[config.mk]
export PLATFORM = sky130hd
export DESIGN_NAME = proc_io_port
export DESIGN_NICKNAME = d
export VERILOG_FILES = /design/src/rtl/iop_pkg.sv /design/src/rtl/iop_addr_decode.sv /design/src/rtl/iop_reg.sv /design/src/rtl/iop_read_mux.sv /design/src/rtl/iop_bank_decode.sv /design/src/rtl/proc_io_port.sv
export SDC_FILE = /design/constraint.sdc
export NUM_CORES = 1
export LEC_CHECK = 0
export BUFFER_PORTS_ARGS = -buffer_cell sky130_fd_sc_hd__buf_2
export CORE_MARGIN = 5
export CORE_UTILIZATION = 30
export DETAILED_ROUTE_END_ITERATION = 10
export PLACE_DENSITY_LB_ADDON = 0.05
export SYNTH_ARGS = -nofsm -noshare
export SYNTH_HDL_FRONTEND = slang
export SYNTH_SLANG_ARGS = --single-unit
[constraint.sdc]
create_clock -name clk -period 1.3 [get_ports clk]
set_clock_uncertainty 0.1 [all_clocks]
set_input_delay 0.195 -clock clk [delete_from_list [all_inputs] [get_ports clk]]
set_output_delay 0.195 -clock clk [all_outputs]
set_load 0.02 [all_outputs]
[src/rtl/iop_pkg.sv]
package iop_pkg;
  localparam int unsigned IOP_DW = 8;

  typedef enum logic [1:0] {
    ACC_NONE = 2'd0,
    ACC_DIR  = 2'd1,
    ACC_VAL  = 2'd2
  } iop_acc_e;

  function automatic logic [IOP_DW-1:0] merge_bits(
    input logic [IOP_DW-1:0] old_v,
    input logic [IOP_DW-1:0] new_v,
    input logic [IOP_DW-1:0] keep_new
  );
    return (old_v & ~keep_new) | (new_v & keep_new);
  endfunction
endpackage

[src/rtl/iop_addr_decode.sv]
module iop_addr_decode
  import iop_pkg::*;
#(
  parameter int unsigned AW      = 4,
  parameter int unsigned OFS_DIR = 0,
  parameter int unsigned OFS_VAL = 1
) (
  input  logic          cs,
  input  logic          we,
  input  logic [AW-1:0] addr,
  output iop_acc_e      acc,
  output logic          wr_dir,
  output logic          wr_val
);
  localparam logic [AW-1:0] A_DIR = AW'(OFS_DIR);
  localparam logic [AW-1:0] A_VAL = AW'(OFS_VAL);

  always_comb begin
    if (addr == A_DIR)      acc = ACC_DIR;
    else if (addr == A_VAL) acc = ACC_VAL;
    else                    acc = ACC_NONE;
  end

  assign wr_dir = cs && we && (acc == ACC_DIR);
  assign wr_val = cs && we && (acc == ACC_VAL);
endmodule

[src/rtl/iop_reg.sv]
module iop_reg
  import iop_pkg::*;
#(
  parameter logic [IOP_DW-1:0] RST_VAL = '0,
  parameter bit                MASKED  = 1'b0
) (
  input  logic              clk,
  input  logic              rst,
  input  logic              wr_en,
  input  logic [IOP_DW-1:0] wdata,
  input  logic [IOP_DW-1:0] wmask,
  output logic [IOP_DW-1:0] q
);
  logic [IOP_DW-1:0] nxt;

  generate
    if (MASKED) begin : g_masked
      assign nxt = merge_bits(q, wdata, wmask);

      AST_MASKED_KEEP: assert property (@(posedge clk) disable iff (rst)
        wr_en |=> ((q & ~$past(wmask)) == ($past(q) & ~$past(wmask))));
      AST_MASKED_TAKE: assert property (@(posedge clk) disable iff (rst)
        wr_en |=> ((q & $past(wmask)) == ($past(wdata) & $past(wmask))));
    end else begin : g_plain
      logic [IOP_DW-1:0] unused_mask;
      assign unused_mask = wmask;
      assign nxt = wdata;

      AST_PLAIN_LOAD: assert property (@(posedge clk) disable iff (rst)
        wr_en |=> (q == $past(wdata)));
    end
  endgenerate

  always_ff @(posedge clk) begin
    if (rst)        q <= RST_VAL;
    else if (wr_en) q <= nxt;
  end

  AST_RESET_VALUE: assert property (@(posedge clk) disable iff (rst)
    $past(rst) |-> (q == RST_VAL));
  AST_HOLD_IDLE: assert property (@(posedge clk) disable iff (rst)
    !wr_en |=> $stable(q));
endmodule

[src/rtl/iop_read_mux.sv]
module iop_read_mux
  import iop_pkg::*;
#(
  parameter int unsigned SENSE_BIT = 5
) (
  input  logic              clk,
  input  logic              rst,
  input  iop_acc_e          acc,
  input  logic [IOP_DW-1:0] dir_q,
  input  logic [IOP_DW-1:0] val_q,
  output logic [IOP_DW-1:0] rdata
);
  logic [IOP_DW-1:0] val_view;

  always_comb begin
    val_view = val_q;
    if (!dir_q[SENSE_BIT]) val_view[SENSE_BIT] = 1'b0;
  end

  always_comb begin
    unique case (acc)
      ACC_DIR: rdata = dir_q;
      ACC_VAL: rdata = val_view;
      default: rdata = '0;
    endcase
  end

  AST_SENSE_LOW: assert property (@(posedge clk) disable iff (rst)
    (acc == ACC_VAL && !dir_q[SENSE_BIT]) |-> !rdata[SENSE_BIT]);
  AST_OTHER_ZERO: assert property (@(posedge clk) disable iff (rst)
    (acc == ACC_NONE) |-> (rdata == '0));
endmodule

[src/rtl/iop_bank_decode.sv]
module iop_bank_decode
  import iop_pkg::*;
#(
  parameter int unsigned LO_BIT = 0,
  parameter int unsigned HI_BIT = 1,
  parameter int unsigned CH_BIT = 2
) (
  input  logic [IOP_DW-1:0] val_q,
  output logic [2:0]        win_on,
  output logic [2:0]        win_off
);
  localparam int unsigned NWIN = 3;
  localparam int unsigned SEL_BIT [NWIN] = '{LO_BIT, HI_BIT, CH_BIT};

  for (genvar g = 0; g < NWIN; g++) begin : g_win
    assign win_on[g]  = val_q[SEL_BIT[g]];
    assign win_off[g] = ~val_q[SEL_BIT[g]];
  end
endmodule

[src/rtl/proc_io_port.sv]
module proc_io_port
  import iop_pkg::*;
#(
  parameter int unsigned       AW        = 4,
  parameter logic [IOP_DW-1:0] DIR_RST   = 8'hEF,
  parameter logic [IOP_DW-1:0] VAL_RST   = 8'h37,
  parameter int unsigned       SENSE_BIT = 5,
  parameter int unsigned       LO_BIT    = 0,
  parameter int unsigned       HI_BIT    = 1,
  parameter int unsigned       CH_BIT    = 2
) (
  input  logic          clk,
  input  logic          rst,
  input  logic          cs,
  input  logic          we,
  input  logic [AW-1:0] addr,
  input  logic [7:0]    wdata,
  output logic [7:0]    rdata,
  output logic [7:0]    port_out,
  output logic [7:0]    port_oe,
  output logic          win_lo_rom,
  output logic          win_lo_ram,
  output logic          win_hi_rom,
  output logic          win_hi_ram,
  output logic          win_d_io,
  output logic          win_d_chr
);
  iop_acc_e          acc;
  logic              wr_dir, wr_val;
  logic [IOP_DW-1:0] dir_q, val_q;
  logic [2:0]        win_on, win_off;

  iop_addr_decode #(.AW(AW), .OFS_DIR(0), .OFS_VAL(1)) u_dec (
    .cs(cs), .we(we), .addr(addr),
    .acc(acc), .wr_dir(wr_dir), .wr_val(wr_val)
  );

  iop_reg #(.RST_VAL(DIR_RST), .MASKED(1'b0)) u_dir (
    .clk(clk), .rst(rst), .wr_en(wr_dir),
    .wdata(wdata), .wmask('1), .q(dir_q)
  );

  iop_reg #(.RST_VAL(VAL_RST), .MASKED(1'b1)) u_val (
    .clk(clk), .rst(rst), .wr_en(wr_val),
    .wdata(wdata), .wmask(dir_q), .q(val_q)
  );

  iop_read_mux #(.SENSE_BIT(SENSE_BIT)) u_rd (
    .clk(clk), .rst(rst), .acc(acc),
    .dir_q(dir_q), .val_q(val_q), .rdata(rdata)
  );

  iop_bank_decode #(.LO_BIT(LO_BIT), .HI_BIT(HI_BIT), .CH_BIT(CH_BIT)) u_bank (
    .val_q(val_q), .win_on(win_on), .win_off(win_off)
  );

  assign port_out   = val_q;
  assign port_oe    = dir_q;
  assign win_lo_rom = win_on[0];
  assign win_lo_ram = win_off[0];
  assign win_hi_rom = win_on[1];
  assign win_hi_ram = win_off[1];
  assign win_d_io   = win_on[2];
  assign win_d_chr  = win_off[2];

  AST_DIR_WRITE_KEEPS_VAL: assert property (@(posedge clk) disable iff (rst)
    wr_dir |=> $stable(port_out));
  AST_LO_FOLLOWS: assert property (@(posedge clk) disable iff (rst)
    (wr_val && dir_q[LO_BIT]) |=> (win_lo_rom == $past(wdata[LO_BIT]) && win_lo_ram != win_lo_rom));
  AST_HI_FOLLOWS: assert property (@(posedge clk) disable iff (rst)
    (wr_val && dir_q[HI_BIT]) |=> (win_hi_rom == $past(wdata[HI_BIT]) && win_hi_ram != win_hi_rom));
  AST_D_FOLLOWS: assert property (@(posedge clk) disable iff (rst)
    (wr_val && dir_q[CH_BIT]) |=> (win_d_io == $past(wdata[CH_BIT]) && win_d_chr != win_d_io));
  AST_OE_TRACKS: assert property (@(posedge clk) disable iff (rst)
    (acc == ACC_DIR) |-> (rdata == port_oe));
endmodule

==> metrics <==
status=finished with violations; failing checks=negative setup slack; Initial Util=30.6%; row cnt=20; largest delay contributor family on the critical path=simple AND/OR/NAND/NOR gates; reg2reg start=u_dir.q[6]; Yosys cell types=20; clk_lat worst skew=0.28 ns; Syn Std Cell Area=912 um2; CTS tree=built; port bufs=45; critical path, cell by cell=buf_6, or3_4, nor2_2, buf_6; peak supply drop=0.353 mV; area grow syn2layout=55.7%; placed instance count=approximately 180; Reg clk slew, reported paths=0.10 ns; pin count of the biggest net entering global routing=26; TritonCTS Buffers=3; vias in the first global route=858; DRT iter0 DRCs=6; syn_area_per_cell=approximately 8.9 um2; layout net count=175; n_diodes=0; Crit. End Element=output port; Non-Filler Instances=191; Post-Syn Instances=between 100 and 150; DR vias=~860; final worst slack=-0.0286 ns; RePlAce Congestion=0.663; Final Setup Violations=8; Tot Pwr=0.00101 W; most frequent cells in the layout=buf_2 (33), nor2_1 (20), buf_4 (18), mux2i_1 (17), dfxtp_2 (12); synth warn=0; Critical Path Source Type=input port; crit path DAT=1.03 ns; max cap viols=0; Post-route DRC=0; all-layer global routing usage=11.9%; crit path buf inv count=2; initial antenna violation count=0; critical path class=input port to output port; DIE WIDTH=65.1 um; final WL=2400 um; IO Pins=46; Max Buffers Root-to-Sink=2; layout cells sized above 1=between 60% and 70%; WP data required=1.00 ns; worst min-delay path class=input port to flop; Die H=roughly 65 um; period utilization=102%; HPWL Detailed=1690 um; min cycle time layout=1.33 ns; Avg WL per Cell=12.6 um; GRT overflow=0; final hold vios=0; DRT Pass-1 Iters=4; sequential element share of the synthesized area=35.1%; flops & latches, synth=16; maximum fanout along the worst path=8; Fmax achieved=0.753 GHz; Syn Nets=119; CP max-delay cell=or3_4; Max Slew Vio Count=0; Slew headroom=69.9%; Die Area=0.00424 mm2; CTS H-tree lvls=1; Worst Setup SP=addr[3]; Via density=around 4.5; worst hold start=wdata[0]; Core Region=roughly 0.0030 mm2; critical path's most frequent cell=buf_6; RSZ-0062 raised after global routing=true; Clock Sinks=16; setup_tns=-0.140 ns; Slew @ Worst Pin=0.452 ns; first-pass GRT wire length=3860 um; Root Driver=clkbuf_4; Crit path largest cell delay=0.48 ns; Leakage Power=0.642 nW; Final ANT Viol Nets=0; hold_buf cts=0; power per cell area=708 mW/mm2; most common library cell in the layout ignoring fill and taps=buf_2
routing by layer:
layer	share of wire [%]	global-route usage [%]	vias to the layer above
met5	0	0	-
met1	47	15.6	386
li1	-	-	450
met4	0.88	5.44	0
met2	45	18.8	26
met3	7.4	2.39	2
tightest hold or removal path, cell delays in order:
cell and delay [ns]:
buf_2 0.07, nor2_1 0.04, mux2i_1 0.10
cell families after synthesis:
family,synth area share (%)
muxes,21.9
buffers and inverters,11.7
AOI/OAI and AO/OA,5.90
DFF,35.1
and+or+nand+nor,25.4
final cells by class:
class / instances / area (um2)
inverters: 7 / 26.3
well taps: 33 / 41.3
multi-input cells: 69 / 532
repair buffers: 62 / 442
fillers: 309 / 1560
flip-flops and latches: 16 / 343
clock buffers: 4 / 36.3
final timing paths:
path,end,slack (ns),cells past startpoint
worst max-delay path,rdata[5],-0.03,4
worst min-delay path,flop,0.06,3
worst max register to register,flop,0.35,3
worst min register to register,flop,0.42,2
what timing repair did:
item,4_1_cts,5_1_grt
resized for setup,32,18
setup endpoints to repair,8,10
pin swaps,9,3
setup buffers,8,3
Yosys cell counts (all sizes together):
cell    instances  area share, %
nand3           5            5.5
a21oi           3            2.5
and4bb          1            1.4
nand4           3            2.1
clkbuf          3            1.2
o21ai           1           0.55
mux2i          20             22
buf             8            7.5
dfxtp          16             35
nor3b           1            1.4
nor2           28             12
inv             7            2.9
nand2b          2            1.4
or3             1           0.69
nor2b           1            1.5
a31o            3            2.9
power by group:
group          total (W)  switching, W  internal [W]
registers       0.000492    0.00000247      0.000490
logic           0.000175     0.0000903     0.0000848
clock network   0.000339      0.000168      0.000170
stage by stage:
| stage | hold slack, ns | util (%) | cell area (um2) | setup WS, ns |
|---|---|---|---|---|
| 6_report | 0.0631 | 47.7 | 1420 | -0.0286 |
| 5_1_grt | 0.0617 | 47.7 | 1420 | -0.0659 |
| 4_1_cts | 0.0528 | 45.0 | 1340 | -0.0210 |
| 3_5_place_dp | 0.370 | 39.2 | 1170 | -0.181 |
| 3_3_place_gp | 0.365 | 39.2 | 1170 | -0.177 |
| 2_1_floorplan | 0.245 | - | 912 | -0.0275 |
Note: power is estimated with default switching activity, not from simulation.
